<file path="config.mk">
export PLATFORM = sky130hd
export DESIGN_NAME = rx_addr_filter
export DESIGN_NICKNAME = d
export VERILOG_FILES = /design/src/rtl/rxf_pkg.sv /design/src/rtl/rxf_cfg_regs.sv /design/src/rtl/rxf_crc_hash.sv /design/src/rtl/rxf_exact_match.sv /design/src/rtl/rx_addr_filter.sv
export SDC_FILE = /design/constraint.sdc
export NUM_CORES = 2
export LEC_CHECK = 0
export ABC_AREA = 1
export BUFFER_PORTS_ARGS = -buffer_cell sky130_fd_sc_hd__buf_2
export CAP_MARGIN = 20
export CORE_MARGIN = 2
export CORE_UTILIZATION = 44
export CTS_CLUSTER_SIZE = 30
export DETAILED_ROUTE_END_ITERATION = 7
export PLACE_DENSITY_LB_ADDON = 0.08
export SLEW_MARGIN = 20
export SYNTH_ARGS = -nofsm -noshare
export SYNTH_HDL_FRONTEND = slang
export SYNTH_SLANG_ARGS = --single-unit
</file>
<file path="constraint.sdc">
create_clock -name clk_i -period 9.35 [get_ports clk_i]
set_input_delay 1.87 -clock clk_i [delete_from_list [all_inputs] [get_ports clk_i]]
set_output_delay 1.87 -clock clk_i [all_outputs]
set_load 0.02 [all_outputs]
</file>
<file path="src/rtl/rxf_pkg.sv">
package rxf_pkg;
  localparam int unsigned DA_W   = 48;
  localparam int unsigned REG_AW = 6;
  localparam int unsigned GRP_BIT = 40;
  localparam logic [31:0] CRC_POLY = 32'h04C1_1DB7;

  localparam int unsigned REG_CTRL       = 0;
  localparam int unsigned REG_STN_LO     = 1;
  localparam int unsigned REG_STN_HI     = 2;
  localparam int unsigned REG_EXACT_BASE = 16;
  localparam int unsigned REG_IHASH_BASE = 48;
  localparam int unsigned REG_GHASH_BASE = 56;
  localparam int unsigned CTRL_CLR_BIT   = 4;
  localparam int unsigned EXACT_EN_BIT   = 16;

  typedef struct packed {
    logic ext_hash;
    logic mc_prom;
    logic uc_prom;
    logic bcast_rej;
  } ctrl_t;

  typedef enum logic [2:0] {
    SRC_NONE    = 3'd0,
    SRC_STATION = 3'd1,
    SRC_EXACT   = 3'd2,
    SRC_HASH    = 3'd3,
    SRC_BCAST   = 3'd4,
    SRC_PROMISC = 3'd5,
    SRC_BREJ    = 3'd6
  } match_src_e;
endpackage

</file>
<file path="src/rtl/rxf_cfg_regs.sv">
module rxf_cfg_regs
  import rxf_pkg::*;
#(
  parameter int unsigned NUM_EXACT = 15,
  parameter int unsigned HASH_REGS = 8
) (
  input  logic                          clk_i,
  input  logic                          rst_ni,
  input  logic                          we_i,
  input  logic [REG_AW-1:0]             addr_i,
  input  logic [31:0]                   wdata_i,
  output ctrl_t                         ctrl_o,
  output logic [DA_W-1:0]               station_o,
  output logic [NUM_EXACT-1:0][DA_W-1:0] exact_addr_o,
  output logic [NUM_EXACT-1:0]          exact_en_o,
  output logic [HASH_REGS*32-1:0]       ihash_o,
  output logic [HASH_REGS*32-1:0]       ghash_o
);
  localparam logic [REG_AW-1:0] A_CTRL   = REG_AW'(REG_CTRL);
  localparam logic [REG_AW-1:0] A_STN_LO = REG_AW'(REG_STN_LO);
  localparam logic [REG_AW-1:0] A_STN_HI = REG_AW'(REG_STN_HI);

  logic hash_clr;
  assign hash_clr = we_i && (addr_i == A_CTRL) && wdata_i[CTRL_CLR_BIT];

  always_ff @(posedge clk_i or negedge rst_ni) begin
    if (!rst_ni) begin
      ctrl_o    <= '0;
      station_o <= '0;
    end else if (we_i) begin
      if (addr_i == A_CTRL)   ctrl_o <= ctrl_t'(wdata_i[3:0]);
      if (addr_i == A_STN_LO) station_o[31:0] <= wdata_i;
      if (addr_i == A_STN_HI) station_o[DA_W-1:32] <= wdata_i[DA_W-33:0];
    end
  end

  for (genvar e = 0; e < NUM_EXACT; e++) begin : g_exact
    localparam logic [REG_AW-1:0] A_LO = REG_AW'(REG_EXACT_BASE + 2*e);
    localparam logic [REG_AW-1:0] A_HI = REG_AW'(REG_EXACT_BASE + 2*e + 1);
    always_ff @(posedge clk_i or negedge rst_ni) begin
      if (!rst_ni) begin
        exact_addr_o[e] <= '0;
        exact_en_o[e]   <= 1'b0;
      end else if (we_i) begin
        if (addr_i == A_LO) exact_addr_o[e][31:0] <= wdata_i;
        if (addr_i == A_HI) begin
          exact_addr_o[e][DA_W-1:32] <= wdata_i[DA_W-33:0];
          exact_en_o[e]              <= wdata_i[EXACT_EN_BIT];
        end
      end
    end
  end

  for (genvar r = 0; r < HASH_REGS; r++) begin : g_hash
    localparam logic [REG_AW-1:0] A_I = REG_AW'(REG_IHASH_BASE + r);
    localparam logic [REG_AW-1:0] A_G = REG_AW'(REG_GHASH_BASE + r);
    always_ff @(posedge clk_i or negedge rst_ni) begin
      if (!rst_ni) begin
        ihash_o[32*r +: 32] <= '0;
        ghash_o[32*r +: 32] <= '0;
      end else if (hash_clr) begin
        ihash_o[32*r +: 32] <= '0;
        ghash_o[32*r +: 32] <= '0;
      end else if (we_i) begin
        if (addr_i == A_I) ihash_o[32*r +: 32] <= wdata_i;
        if (addr_i == A_G) ghash_o[32*r +: 32] <= wdata_i;
      end
    end
  end
endmodule

</file>
<file path="src/rtl/rxf_crc_hash.sv">
module rxf_crc_hash
  import rxf_pkg::*;
#(
  parameter int unsigned OUT_W = 9
) (
  input  logic [DA_W-1:0]  da_i,
  output logic [OUT_W-1:0] idx_o
);
  logic [31:0] crc;
  logic        fb;

  // Wire order: octet [47:40] first, LSB of each octet first.
  always_comb begin
    crc = '1;
    fb  = 1'b0;
    for (int i = 0; i < int'(DA_W); i++) begin
      fb  = crc[31] ^ da_i[(DA_W-8) - 8*(i/8) + (i%8)];
      crc = {crc[30:0], 1'b0} ^ (fb ? CRC_POLY : 32'h0);
    end
    idx_o = crc[31 -: OUT_W];
  end
endmodule

</file>
<file path="src/rtl/rxf_exact_match.sv">
module rxf_exact_match
  import rxf_pkg::*;
#(
  parameter int unsigned NUM_EXACT = 15
) (
  input  logic [DA_W-1:0]                da_i,
  input  logic [DA_W-1:0]                station_i,
  input  logic [NUM_EXACT-1:0][DA_W-1:0] exact_addr_i,
  input  logic [NUM_EXACT-1:0]           exact_en_i,
  output logic                           stn_hit_o,
  output logic                           exact_hit_o
);
  logic [NUM_EXACT-1:0] hit;

  assign stn_hit_o = (|station_i) && (da_i == station_i);

  for (genvar e = 0; e < NUM_EXACT; e++) begin : g_cmp
    assign hit[e] = exact_en_i[e] && (|exact_addr_i[e]) && (da_i == exact_addr_i[e]);
  end

  assign exact_hit_o = |hit;
endmodule

</file>
<file path="src/rtl/rx_addr_filter.sv">
module rx_addr_filter
  import rxf_pkg::*;
#(
  parameter int unsigned NUM_EXACT = 15,
  parameter int unsigned HASH_REGS = 8
) (
  input  logic              clk_i,
  input  logic              rst_ni,
  input  logic              da_valid_i,
  input  logic [DA_W-1:0]   da_i,
  input  logic              cfg_we_i,
  input  logic [REG_AW-1:0] cfg_addr_i,
  input  logic [31:0]       cfg_wdata_i,
  output logic              res_valid_o,
  output logic              accept_o,
  output logic [2:0]        match_src_o
);
  localparam int unsigned HBITS  = HASH_REGS * 32;
  localparam int unsigned HIDX_W = $clog2(HBITS);

  ctrl_t                         ctrl;
  logic [DA_W-1:0]               station;
  logic [NUM_EXACT-1:0][DA_W-1:0] exact_addr;
  logic [NUM_EXACT-1:0]          exact_en;
  logic [HBITS-1:0]              ihash, ghash;

  rxf_cfg_regs #(.NUM_EXACT(NUM_EXACT), .HASH_REGS(HASH_REGS)) u_regs (
    .clk_i, .rst_ni,
    .we_i(cfg_we_i), .addr_i(cfg_addr_i), .wdata_i(cfg_wdata_i),
    .ctrl_o(ctrl), .station_o(station),
    .exact_addr_o(exact_addr), .exact_en_o(exact_en),
    .ihash_o(ihash), .ghash_o(ghash)
  );

  // Stage 1: capture address
  logic            v1;
  logic [DA_W-1:0] da1;
  always_ff @(posedge clk_i or negedge rst_ni) begin
    if (!rst_ni) begin
      v1  <= 1'b0;
      da1 <= '0;
    end else begin
      v1 <= da_valid_i;
      if (da_valid_i) da1 <= da_i;
    end
  end

  logic [HIDX_W:0]   idx;
  logic [HIDX_W-1:0] idx_n;
  logic              stn_hit, ex_hit, hash_hit, grp, bc;

  rxf_crc_hash #(.OUT_W(HIDX_W + 1)) u_crc (.da_i(da1), .idx_o(idx));

  rxf_exact_match #(.NUM_EXACT(NUM_EXACT)) u_cmp (
    .da_i(da1), .station_i(station),
    .exact_addr_i(exact_addr), .exact_en_i(exact_en),
    .stn_hit_o(stn_hit), .exact_hit_o(ex_hit)
  );

  assign idx_n = idx[HIDX_W:1];
  assign grp   = da1[GRP_BIT];
  assign bc    = &da1;

  always_comb begin
    if (!grp)               hash_hit = ihash[idx_n];
    else if (!ctrl.ext_hash) hash_hit = ghash[idx_n];
    else if (idx[HIDX_W])    hash_hit = ghash[idx[HIDX_W-1:0]];
    else                     hash_hit = ihash[idx[HIDX_W-1:0]];
  end

  // Stage 2: match flags
  logic v2, stn2, ex2, hh2, grp2, bc2;
  always_ff @(posedge clk_i or negedge rst_ni) begin
    if (!rst_ni) begin
      {v2, stn2, ex2, hh2, grp2, bc2} <= '0;
    end else begin
      v2   <= v1;
      stn2 <= v1 && stn_hit;
      ex2  <= v1 && ex_hit;
      hh2  <= v1 && hash_hit;
      grp2 <= v1 && grp;
      bc2  <= v1 && bc;
    end
  end

  // Stage 3: ranked decision
  logic       acc_d;
  match_src_e src_d;
  always_comb begin
    acc_d = 1'b1;
    if (bc2 && ctrl.bcast_rej) begin
      acc_d = 1'b0; src_d = SRC_BREJ;
    end else if (stn2)  src_d = SRC_STATION;
    else if (ex2)       src_d = SRC_EXACT;
    else if (bc2)       src_d = SRC_BCAST;
    else if (hh2)       src_d = SRC_HASH;
    else if (grp2 ? ctrl.mc_prom : ctrl.uc_prom) src_d = SRC_PROMISC;
    else begin
      acc_d = 1'b0; src_d = SRC_NONE;
    end
  end

  always_ff @(posedge clk_i or negedge rst_ni) begin
    if (!rst_ni) begin
      res_valid_o <= 1'b0;
      accept_o    <= 1'b0;
      match_src_o <= '0;
    end else begin
      res_valid_o <= v2;
      accept_o    <= v2 && acc_d;
      match_src_o <= v2 ? src_d : SRC_NONE;
    end
  end
endmodule

</file>
After elaboration in Yosys (flattened, before gate mapping):

Index checks and enable logic that the tools add are counted.

* equal/unequal tests: 64
* bitwise operators: 95
* magnitude comparators: 2
* reductions and logical operators: 125
* multiplexer cells: 121

Operators by type and width (count)
* $mux 32: 48
* $xor 32x32->32: 47
* $mux 27: 48
* $eq 48x48->1: 16
* $reduce_or 48->1: 16
* $eq 6x6->1 const B: 30
* $reduce_and 2->1: 49
* $eq 6x5->1 const B: 16
* $reduce_and 48->1: 1
* $xor 1x1->1: 47
* $logic_and 1x1->1: 40
* $reduce_bool 2->1: 17
* $bmux 1 s8: 4
* $not 31->31: 1
* $mux 3: 7
* $lt 8x9->1 const B: 2
* $reduce_or 15->1: 1
* $mux 1: 14
* $eq 6x1->1 const B: 1
* $eq 6x2->1 const B: 1
* $logic_not 6->1: 1

* bits of input ports: 90
* flip-flop bits (word level): 1359

Longest topological paths before layout:

* depth after elaboration: 149
* mapped depth: 52
* gate-level depth less buffers: 49

Cells and area by module:

Synthesis repeated with hierarchy kept, for this count alone.

* cell total of the unflattened synthesis: 12004
* area, all modules: 83298.6 um^2

By module, submodules not included
* rxf_cfg_regs: seq. area each 32506.2 um^2, area an instance 49471.2 um^2, times used 1, cells each 5069
* rxf_exact_match: seq. area each 0.0 um^2, area an instance 14203.6 um^2, times used 1, cells each 3074
* rx_addr_filter: seq. area each 1501.4 um^2, area an instance 13152.6 um^2, times used 1, cells each 2560
* rxf_crc_hash: seq. area each 0.0 um^2, area an instance 6471.2 um^2, times used 1, cells each 1301

Worst setup path after synthesis:

Ideal clock, no wire load.

* path type: register to register
* start: reg da1[40]
* end: reg hh2
* setup slack: 4731 ps
* buffers on the path: 3
* required time: 9228 ps
* arrival: 4496 ps
* setup time: 122 ps
* cell stages (with the launch flop): 46
* clock period less this slack: 4619 ps
* cells stage by stage: dfrtp_1 ha_1 buf_4 inv_2 nand2_1 nand3_1 nand2_1 nand3_1 nand2_2 inv_2 nand2_1 nand3_1 nand2_2 nand2_1 nand2_2 nand2_1 nand2_2 nand2_1 [10 not listed] nand2_1 nand2_1 nand2_1 nand2_4 buf_6 buf_4 nand2_1 o21ai_0 o211ai_1 o211ai_2 nand3_1 nand3_1 nand3_1 nand3_1 nand2_1 nand2_1 nand2_1 a21oi_2

* longest elaborated chain between the ends: 69
* elaborated cells between the ends (all ways): 131
* classes of those cells: mux: 47; bitwise: 83; reduce/logical: 1

Ends and longest elaborated chain
* start, declared: RTL line rx_addr_filter.sv:37 `logic [DA_W-1:0] da1;`
* start signal, assigned: RTL line rx_addr_filter.sv:44 `if (da_valid_i) da1 <= da_i;`
* $mux 27: RTL line rxf_crc_hash.sv:18 `crc = {crc[30:0], 1'b0} ^ (fb ? CRC_POLY : 32'h0);`
* $not 31->31 (no line)
* $xor 32x32->32 (5 in a row): RTL line rxf_crc_hash.sv:18
* $xor 1x1->1 / $xor 32x32->32 (equally long branches): RTL line rxf_crc_hash.sv:17, rxf_crc_hash.sv:18
* $mux 27 / $xor 32x32->32 (equally long branches): RTL line rxf_crc_hash.sv:18
* $xor 32x32->32: RTL line rxf_crc_hash.sv:18
* $xor 32x32->32 / $xor 1x1->1 (equally long branches): RTL line rxf_crc_hash.sv:18, rxf_crc_hash.sv:17
* $xor 32x32->32 (tied with other cells): RTL line rxf_crc_hash.sv:18
* [48 not listed]
* $mux 27 / $xor 32x32->32 (equally long branches): RTL line rxf_crc_hash.sv:18
* $xor 32x32->32 (2 in a row): RTL line rxf_crc_hash.sv:18
* $bmux 1 s8, on equally long branches: RTL line rx_addr_filter.sv:68, rx_addr_filter.sv:67
* $mux 1, on equally long branches: RTL line rx_addr_filter.sv:68, rx_addr_filter.sv:67
* $mux 1: RTL line rx_addr_filter.sv:67 `else if (idx[HIDX_W]) hash_hit = ghash[idx[HIDX_W-1:0]];`
* $mux 1: RTL line rx_addr_filter.sv:66 `else if (!ctrl.ext_hash) hash_hit = ghash[idx_n];`
* $mux 1 (*): RTL line rx_addr_filter.sv:65 `if (!grp) hash_hit = ihash[idx_n];`
* $logic_and 1x1->1 (*): RTL line rx_addr_filter.sv:80 `hh2 <= v1 && hash_hit;`
* end signal, assigned: RTL line rx_addr_filter.sv:80
* end, declared: RTL line rx_addr_filter.sv:72 `logic v2, stn2, ex2, hh2, grp2, bc2;`

Every way passes the cells marked *; elsewhere a longest branch is shown, timed or not. The select of a mux whose other input is x is not followed.
A chain may end at the register's enable or synchronous reset.

Worst setup path in the final report:

* start: reg da1[42]
* end: reg hh2

* longest elaborated chain between the ends: 68
* elaborated cells between the ends (all ways): 126
* classes of those cells: mux: 45; bitwise: 80; reduce/logical: 1

Ends and longest elaborated chain
* $xor 1x1->1 (*): RTL line rxf_crc_hash.sv:17 `fb = crc[31] ^ da_i[(DA_W-8) - 8*(i/8) + (i%8)];`
* $mux 27 (*): RTL line rxf_crc_hash.sv:18
* $xor 32x32->32 (*) (6 in a row): RTL line rxf_crc_hash.sv:18
* $xor 1x1->1 / $xor 32x32->32 (equally long branches): RTL line rxf_crc_hash.sv:17, rxf_crc_hash.sv:18
* $mux 27 / $xor 32x32->32 (equally long branches): RTL line rxf_crc_hash.sv:18
* $xor 32x32->32 (*) (6 in a row): RTL line rxf_crc_hash.sv:18
* $xor 1x1->1 / $xor 32x32->32 (equally long branches): RTL line rxf_crc_hash.sv:17, rxf_crc_hash.sv:18
* $mux 27 / $xor 32x32->32 (equally long branches): RTL line rxf_crc_hash.sv:18
* [42 not listed]
* $mux 27 / $xor 32x32->32 (equally long branches): RTL line rxf_crc_hash.sv:18
* $xor 32x32->32 (*): RTL line rxf_crc_hash.sv:18
* $bmux 1 s8, on equally long branches: RTL line rx_addr_filter.sv:68, rx_addr_filter.sv:67
* $mux 1, on equally long branches: RTL line rx_addr_filter.sv:68, rx_addr_filter.sv:67
* $mux 1: RTL line rx_addr_filter.sv:67
* $mux 1: RTL line rx_addr_filter.sv:66
* $mux 1 (*): RTL line rx_addr_filter.sv:65
* $logic_and 1x1->1 (*): RTL line rx_addr_filter.sv:80

Marked as above.

==> flow_summary_export.csv <==
group,metric,value,unit
clock_tree,clk_pin_slew,0.07,ns
critical_path,r2r_cells,43,
detailed_routing,vias,75300,
layout,layout-area-overhead-vs-synth,10.3,%
floorplanning,initial_core_util,0.444,
place,dp_cells,11700,
floorplanning,die_area,174000,um^2
global_route,grt_max_degree,164,
synthesis,synth_edf_count,0,
synthesis,yosysTopAreaCellShare,0.452,
critical_path,slowest_stage,"dfrtp_1",
min_path,hold_class,"flip-flop to flip-flop",
place,place_hpwl,224,mm
place,io_buffers,94,
synthesis,netlist_area,75200,um^2
timing,slew_violations,0,
floorplanning,die_h,418,um
synthesis,synthArstFlopShare,1.00,
detailed_routing,postRouteAntennaNets,0,
critical_path,path_max_fanout,139,
synthesis,synth-main-ff-cell,"dfrtp_1",
layout,drive_gt1_frac,0.0925,
clock_tree,root_buffer,"clkbuf_16",
global_route,gr-total-overflow,0,
synthesis,netlist_instances,9881,
global_route,grt_pass1_wl,501,mm
clock_tree,numCtsBuffers,156,
place,place_area,77300,um^2
detailed_routing,first_iter_violations,11100,
timing,setup_viol,0,
clock_tree,cts_num_sinks,1359,
clock_tree,cts.path.max_buffers,3,
place,gp_congestion,0.988,
timing,max_slew_margin,0.175,
critical_path,crit_path_end_kind,"flip-flop",
clock_tree,clk_latency,0.82,ns
layout,fillers,16800,
outcome,violations,"DRC",
min_path,hold_path_depth,0,
detailed_routing,vias_per_cell,6.27,
floorplanning,core,170000,um^2
synthesis,post-synth-top-count-cell,"nand2_1",
timing,hold_violations,0,
critical_path,cp-start-kind,"flip-flop",
floorplanning,io_pins,95,
synthesis,netlist_top_cells_area,"dfrtp_1 45%, nand2_1 16%, o21ai_0 11%",
synthesis,ys_warn_count,0,
place,dp_slack,1.58,ns
timing,fin_ws,1.45,ns
clock_tree,ctsHoldBuffers,0,
timing,period_share,0.844,
timing,max_freq,127,MHz
clock_tree,cts_resized,0,
critical_path,worstSetupPathType,"flip-flop to flip-flop",
detailed_routing,routedWlPerCell,29.3,um
floorplanning,die_x,418,um
timing,tightest_slew,1.23,ns
clock_tree,cts_setup_buffers,0,
floorplanning,num_rows,151,
synthesis,synth_top_area_cell,"dfrtp_1",
outcome,outcome,"finished, violations left",
synthesis,netlist_top_cells_count,"3153 x nand2_1, 1689 x o21ai_0, 1359 x dfrtp_1",
global_route,antenna_found_initial,40,
synthesis,synth_area_per_cell,7.62,um^2
layout,final_cell_count_no_fill,12000,
timing,rsz0062_at_grt,"false",
detailed_routing,drt_first_pass_iters,8,
synthesis,synth_nets,9974,
critical_path,crit_required,10.10,ns
synthesis,synth.distinct_cells,59,
critical_path,arrival,8.65,ns
timing,fin_skew,0.0307,ns
critical_path,cpMostUsedCell,"nand2_1",
synthesis,seq_area_frac_synth,0.452,
timing,setup-tns-final,0,ns
layout,final_nets,9750,
timing,layout_min_cycle_time,7.90,ns
global_route,grt_usage,0.398,
critical_path,cp_slowest_stage_delay,0.91,ns
layout,fin_area,83000,um^2
clock_tree,cts_tree,"done",
detailed_routing,drc,11,
detailed_routing,routed_wl,352,mm
synthesis,synth_seq_cells,1359,
global_route,first_global_vias,68600,
clock_tree,htree_levels,4,
job,drv_cap,0,
[worst max-delay path, delay by kind of cell, from the launching register on]
family,cells,cell delay (ns)
simple gates,37,5.11
compound gates,2,0.30
flops,1,0.91
buf+inv,4,1.27
[metrics by stage]
stage,utilization,hold WS [ns]
global route,0.489,0.465
detailed placement,0.456,0.455
global placement,0.456,0.463
floorplan,-,0.354
CTS,0.488,0.467
finish,0.489,0.448
[area by class of cell]
class,count,area [um^2],share of cell area
antenna,22,55.1,0.000663
timing repair buffer,318,2450,0.0295
tap,2218,2780,0.0334
sequential,1359,34000,0.410
multi-input combinational,7351,36400,0.439
inverter,471,1790,0.0215
clock inverter,60,836,0.0101
clock buffer,222,4650,0.0560
[layout by cell type (no fill, tap or decap), types with 78 or more instances in the layout]
cell type / n
nand3_1: 660
inv_1: 394
a21oi_1: 105
nand4_1: 84
nand2_1: 3141
o21ai_1: 78
xnor2_1: 108
buf_4: 202
o22ai_1: 171
or2_2: 82
nor4_1: 297
a221oi_1: 85
o211ai_1: 105
dfrtp_1: 1356
clkbuf_16: 159
buf_2: 93
o21ai_0: 1689
xor2_1: 187
nor2_1: 211
nand2_2: 93
[layer usage]
layer / wire [um] / GRT usage / vias up
li1: - / - / 32900
met1: 139000 / 0.535 / 36500
met2: 145000 / 0.568 / 4734
met3: 44200 / 0.121 / 1169
met4: 24000 / 0.224 / 16
met5: 99 / 0 / -
[logic make-up after synthesis]
group,Yosys count,share of synthesized area
compound gates,2373,0.174
simple gates,4665,0.268
fa+ha+maj,3,0.000499
flops,1359,0.452
xor+xnor,309,0.0374
buf+inv,1171,0.0681
mux,1,0.000133
[state kept, by name, indices dropped and copies added, names as in the netlist, 3 cells and up]
signal               count
u_regs.ihash_o         256
u_regs.station_o        48
u_regs.ghash_o         256
da1                     48
u_regs.exact_en_o       15
u_regs.exact_addr_o    720
u_regs.ctrl_o            4
match_src_o              3
[final timing paths]
kind,slack (ns),end,start
max in group asynchronous,5.90,u_regs.ihash_o[241],rst_ni
worst min-delay path,0.45,res_valid_o,v2
worst max-delay path,1.45,hh2,da1[42]
worst min register to register,0.45,res_valid_o,v2
min in group asynchronous,1.00,u_regs.exact_addr_o[656],rst_ni
worst max register to register,1.45,hh2,da1[42]
Power is not shown: default switching activity piles up to over one toggle a cycle in this logic, so the estimate is an artifact.
